## src/rtl/rtc_core_pkg.sv

```systemverilog
package rtc_core_pkg;
  // Mode field value that selects plain 32-bit counting
  localparam logic [1:0] MODE_COUNT32 = 2'b00;

  // Strobes from control to datapath, one per clock
  typedef struct packed {
    logic tick;   // count step this clock
    logic load;   // overwrite count with load value
  } cntStrobe_t;
endpackage

```

## src/rtl/rtc_prescale_ctrl.sv

```systemverilog
module rtc_prescale_ctrl
  import rtc_core_pkg::*;
#(
  parameter int PRESC_W = 10,
  parameter int SEL_W   = 4
) (
  input  logic               clk,
  input  logic               rstN,
  input  logic               enable,
  input  logic [1:0]         modeSel,
  input  logic [SEL_W-1:0]   prescSel,
  input  logic               loadEn,
  output cntStrobe_t         strb,
  output logic [PRESC_W-1:0] periodTap
);
  localparam int DEXP_W = $clog2(PRESC_W + 1);
  localparam logic [SEL_W-1:0] MAX_CODE = SEL_W'(PRESC_W + 1);
  localparam logic [SEL_W-1:0] CODE_ONE = SEL_W'(1);

  logic               active;
  logic               tapOff;
  logic [DEXP_W-1:0]  divExp;
  logic [PRESC_W-1:0] preCnt, preNext, rising, lowMask;
  logic [PRESC_W-1:0] tapQ;

  assign active = enable && (modeSel == MODE_COUNT32);

  // Decode select code into divide exponent and tap enable
  always_comb begin
    divExp = '0;
    tapOff = 1'b1;
    if (prescSel == CODE_ONE) begin
      tapOff = 1'b0;
    end else if (prescSel > CODE_ONE && prescSel <= MAX_CODE) begin
      divExp = DEXP_W'(prescSel - CODE_ONE);
      tapOff = 1'b0;
    end
  end

  assign lowMask = ~({PRESC_W{1'b1}} << divExp);
  assign preNext = preCnt + 1'b1;
  assign rising  = preNext & ~preCnt;

  always_ff @(posedge clk or negedge rstN) begin
    if (!rstN) begin
      preCnt <= '0;
      tapQ   <= '0;
    end else begin
      if (active) preCnt <= preNext;
      tapQ <= (active && !tapOff) ? rising : '0;
    end
  end

  assign strb.tick = active && ((preCnt & lowMask) == lowMask);
  assign strb.load = loadEn;
  assign periodTap = tapQ;

  AST_TAP_OFF: assert property (@(posedge clk) disable iff (!rstN)
    (prescSel == '0 || prescSel > MAX_CODE) |=> periodTap == '0);
  AST_TAP_SINGLE: assert property (@(posedge clk) disable iff (!rstN)
    $onehot0(periodTap));
  AST_PRESC_HOLD: assert property (@(posedge clk) disable iff (!rstN)
    !active |=> $stable(preCnt));
endmodule

```

## src/rtl/rtc_count_dp.sv

```systemverilog
module rtc_count_dp
  import rtc_core_pkg::*;
#(
  parameter int CNT_W = 32
) (
  input  logic             clk,
  input  logic             rstN,
  input  cntStrobe_t       strb,
  input  logic             matchClr,
  input  logic [CNT_W-1:0] cmpVal,
  input  logic [CNT_W-1:0] loadVal,
  output logic [CNT_W-1:0] count,
  output logic             matchPulse,
  output logic             ovfPulse
);
  logic [CNT_W-1:0] cntQ;
  logic             matchQ, ovfQ;
  logic             hit, allOnes;

  assign hit     = (cntQ == cmpVal);
  assign allOnes = &cntQ;

  always_ff @(posedge clk or negedge rstN) begin
    if (!rstN) begin
      cntQ   <= '0;
      matchQ <= 1'b0;
      ovfQ   <= 1'b0;
    end else begin
      matchQ <= 1'b0;
      ovfQ   <= 1'b0;
      if (strb.load) begin
        cntQ <= loadVal;
      end else if (strb.tick) begin
        matchQ <= hit;
        if (matchClr && hit) begin
          cntQ <= '0;
        end else begin
          cntQ <= cntQ + 1'b1;
          ovfQ <= allOnes;
        end
      end
    end
  end

  assign count      = cntQ;
  assign matchPulse = matchQ;
  assign ovfPulse   = ovfQ;

  AST_CLEAR_ON_MATCH: assert property (@(posedge clk) disable iff (!rstN)
    (strb.tick && !strb.load && matchClr && hit) |=> count == '0);
  AST_HOLD_IDLE: assert property (@(posedge clk) disable iff (!rstN)
    (!strb.tick && !strb.load) |=> $stable(count));
  AST_LOAD_WINS: assert property (@(posedge clk) disable iff (!rstN)
    strb.load |=> (count == $past(loadVal) && !matchPulse && !ovfPulse));
  AST_OVF_WRAP: assert property (@(posedge clk) disable iff (!rstN)
    ovfPulse |-> count == '0);
endmodule

```

## src/rtl/rtc_count_core.sv

```systemverilog
module rtc_count_core
  import rtc_core_pkg::*;
#(
  parameter int CNT_W   = 32,
  parameter int PRESC_W = 10,
  parameter int SEL_W   = 4
) (
  input  logic               clk,
  input  logic               rstN,
  input  logic               enable,
  input  logic [1:0]         modeSel,
  input  logic [SEL_W-1:0]   prescSel,
  input  logic               matchClr,
  input  logic [CNT_W-1:0]   cmpVal,
  input  logic               loadEn,
  input  logic [CNT_W-1:0]   loadVal,
  output logic [CNT_W-1:0]   count,
  output logic               matchPulse,
  output logic               ovfPulse,
  output logic [PRESC_W-1:0] periodTap
);
  cntStrobe_t strb;

  rtc_prescale_ctrl #(.PRESC_W(PRESC_W), .SEL_W(SEL_W)) i_ctrl (
    .clk(clk), .rstN(rstN), .enable(enable), .modeSel(modeSel),
    .prescSel(prescSel), .loadEn(loadEn), .strb(strb), .periodTap(periodTap)
  );

  rtc_count_dp #(.CNT_W(CNT_W)) i_dp (
    .clk(clk), .rstN(rstN), .strb(strb), .matchClr(matchClr),
    .cmpVal(cmpVal), .loadVal(loadVal), .count(count),
    .matchPulse(matchPulse), .ovfPulse(ovfPulse)
  );
endmodule

```

## config.mk

```make
export PLATFORM = sky130hd
export DESIGN_NAME = rtc_count_core
export DESIGN_NICKNAME = d
export VERILOG_FILES = /design/src/rtl/rtc_core_pkg.sv /design/src/rtl/rtc_prescale_ctrl.sv /design/src/rtl/rtc_count_dp.sv /design/src/rtl/rtc_count_core.sv
export SDC_FILE = /design/constraint.sdc
export NUM_CORES = 1
export LEC_CHECK = 0
export BUFFER_PORTS_ARGS = -buffer_cell sky130_fd_sc_hd__buf_2
export CORE_MARGIN = 2
export CORE_UTILIZATION = 53
export CTS_BUF_LIST = sky130_fd_sc_hd__clkbuf_8
export DETAILED_ROUTE_END_ITERATION = 16
export GPL_TIMING_DRIVEN = 1
export HOLD_SLACK_MARGIN = 0.08
export PLACE_DENSITY = 0.87
export SLEW_MARGIN = 20
export SYNTH_ARGS = -nofsm -noshare
export SYNTH_HDL_FRONTEND = slang
export SYNTH_HIERARCHICAL = 1
export SYNTH_SLANG_ARGS = --single-unit
```

## constraint.sdc

```tcl
create_clock -name clk -period 3.5 [get_ports clk]
set_clock_uncertainty 0.2 [all_clocks]
set_input_delay 0.35 -clock clk [delete_from_list [all_inputs] [get_ports clk]]
set_output_delay 0.35 -clock clk [all_outputs]
set_load 0.005 [all_outputs]
```

==> out/metrics.yaml <==
grtUsageTotal: 0.2845
num_antenna_cells: 0
die_w_um: 87.75
yosys.area_share.xor_xnor: 0.1272
synth_top_family_by_area: "simple AND/OR/NAND/NOR gates"
yosysWarnings: 6
core_area_um2: 6794
switching_share: 0.3426
clockPowerShare: 0.255
cts-root-buf: "clkbuf_8"
grt_max_degree: 47
slew_violations: 0
synth_most_common_cell: "dfrtp_1"
fp.dieArea_um2: 7700
wire_per_inst_um: 16.75
io_pins: 119
rows: 30
max_slew_margin: 0.4753
seqPwrFrac: 0.483
finalSetupViolations: 0
die_h_um: 87.75
leakage_nw: 2.119
worst_pin_slew_ns: 0.7871
viasPerCell: 5.813
grt-ovfl-total: 0
async_flop_share: 1.000
hold_violations: 0
postLayoutCellArea_um2: 4669
worst_ep_arrival_time_ns: 3.16
pre_cts_ws_ns: -0.03333
antenna_found_initial: 0
required_ns: 3.53
critPathKind: "in2reg"
p_switching_w: 0.0005951
whs_ns: 0.08152
status: "finished, final reports clean"
synth_top_flop_cell: "dfrtp_1"
synth_compound_area_frac: 0.1178
comb_power_share: 0.262
rrSetupSlack_ns: 0.51
cts_buffer_depth: 2
cp-end-kind: "flop"
start_util: 0.5471
first_global_vias: 3554
synth_edf_count: 0
synth_fp_nets: 525
hp-class: "in2reg"
fin_nets: 647
drive_above_1_share: 0.2607
post_cts_buffers: 0
rsz0062_at_grt: "false"
post-route-period-util: 0.8921
finalSetupTns_ns: 0
synth_fa_ha_area_frac: 0.04376
critPathMaxFanout: 9
layout_min_cycle_time_ns: 3.122
first_pass_iters: 5
io_buffer_count: 118
cts_htree_levels: 2
grt_pass1_wl_um: 17070
syn_inst: 437
setup_slack_ns: 0.3775
max_freq_ghz: 0.3203
ys_seq_area_frac: 0.3635
ir_worst_vdd_uv: 176.6
yosys-top-cells-count: "dfrtp_1, xnor2_1, nand2_1"
cts_tree: "done"
yosysTopAreaCellShare: 0.3635
synthMuxAreaShare: 0.01380
crit_top_cell: "nand4_1"
yosys.area_share.simple: 0.2763
final_antenna_net_count: 0
synth_cell_type_count: 50
drc_errors: 0
synth_top_area_cell: "dfrtp_1"
critical-path-max-stage-delay_ns: 0.51
crit_buf_inv: 2
clk_latency_ns: 0.32
clk_pin_slew_ns: 0.10
cts_sinks: 54
numCtsBuffers: 5
dp_hpwl_um: 8030
vias: 3813
crit_path_top_delay_cell: "or4_4"
worstPathCellList: "buf_2 -> inv_1 -> ha_2 -> nand2_1 -> a22oi_1 -> a21oi_1 -> or3_1 -> nor4_4 -> nand4_1 -> or4_4 -> nor2_1 -> nand4_1 -> xor2_1 -> o31ai_1"
drt-total-wl_um: 10990
critPathTopFamily: "simple AND/OR/NAND/NOR gates"
powerDensity_nw_per_um2: 372.0
netlist_area_um2: 3717
gp_congestion: 0.9132
maxCapViolCount: 0
drt-initial-drc-count: 349
p_int_w: 0.001142
place_area_um2: 4350
worst_setup_path_start_kind: "primary input"
ys_ff_latch: 54
area_delta_synth_final_pct: 25.61
synth.area.top_cells: "dfrtp_1, xnor2_1, ha_1"
synth.avg_cell_area_um2: 8.506
## logic make-up (layout without fill, tap and decap cells)
family	count (synthesis)	count (layout)
simple gates	194	194
compound gates	67	67
xor+xnor	54	54
flops	54	54
buf+inv	50	173
fa+ha+maj	13	13
mux	5	5
## flip-flops by register name, indices dropped and copies added (netlist names)
signal	count
i_dp/matchPulse	1
i_ctrl/periodTap	10
i_dp/count	32
i_ctrl/preCnt	10
i_dp/ovfPulse	1
## power groups by stage
stage | sequential (W) | clock [W] | combinational (W)
detailed placement | 0.000846 | 0 | 0.000426
global route | 0.000852 | 0.000468 | 0.000511
floorplan | 0.000796 | 0 | 0.000281
finish | 0.000840 | 0.000443 | 0.000454
CTS | 0.000835 | 0.000445 | 0.000449
global placement | 0.000841 | 0 | 0.000406
## per-layer routing
metal	share of wire	up-vias	GRT usage
met2	0.48	233	0.4690
met4	0.026	0	0.1007
li1	-	1792	-
met5	0	-	0
met1	0.40	1751	0.3766
met3	0.091	37	0.05278
## worst reg2reg max path: stages, from the launching register on
cell,delay [ns]
dfrtp_1,0.42
inv_1,0.11
nor4_2,0.38
a31oi_1,0.19
nor4_4,0.30
nand4_1,0.19
or4_4,0.51
nor2_1,0.13
nand4_1,0.12
xor2_1,0.17
o31ai_1,0.19
## what timing repair did
item                                    4_1_cts  5_1_grt
endpoints found under the hold margin        50        1
endpoints found under the setup margin        0        3
resized for setup                             0        3
hold buffers                                 18        1
## cells in the final DEF (no fill, tap or decap), types with 14 or more instances in the layout
cell type	n
buf_2	118
dfrtp_1	54
xnor2_1	44
nand2_1	38
nor2_1	36
nand3_1	24
nand4_1	23
inv_1	21
dlygate4sd3_1	19
a21oi_1	17
and3_1	16
and2_1	15
nor3_1	14
o21ai_0	14
## worst paths after layout
check / from / to / cells after the start
worst max register to register: i_ctrl/preCnt[4] / i_dp/count[24] / 10
max in group asynchronous: rstN / i_ctrl/periodTap[9] / 3
worst min-delay path: loadVal[21] / i_dp/count[21] / 3
worst min register to register: i_ctrl/preCnt[7] / i_ctrl/preCnt[7] / 2
worst max-delay path: prescSel[0] / i_dp/count[24] / 14
min in group asynchronous: rstN / i_dp/count[9] / 2
## metrics by stage
stage               power, W  cells    util
floorplan           0.001078    437       -
global placement    0.001248    629  0.6403
detailed placement  0.001273    629  0.6403
CTS                 0.001729    655  0.6840
global route        0.001831    656  0.6873
finish              0.001737    656  0.6873
## area by class of cell
class                   count  area (um^2)
flip-flops and latches     54         1351
well taps                  96        120.1
clock inverters             3        47.55
clock buffers               5        68.82
multi-input cells         333         2173
inverters                  22        82.58
repair buffers            143        825.8
fillers                   529         2125
(Power assumes the default switching activity.)
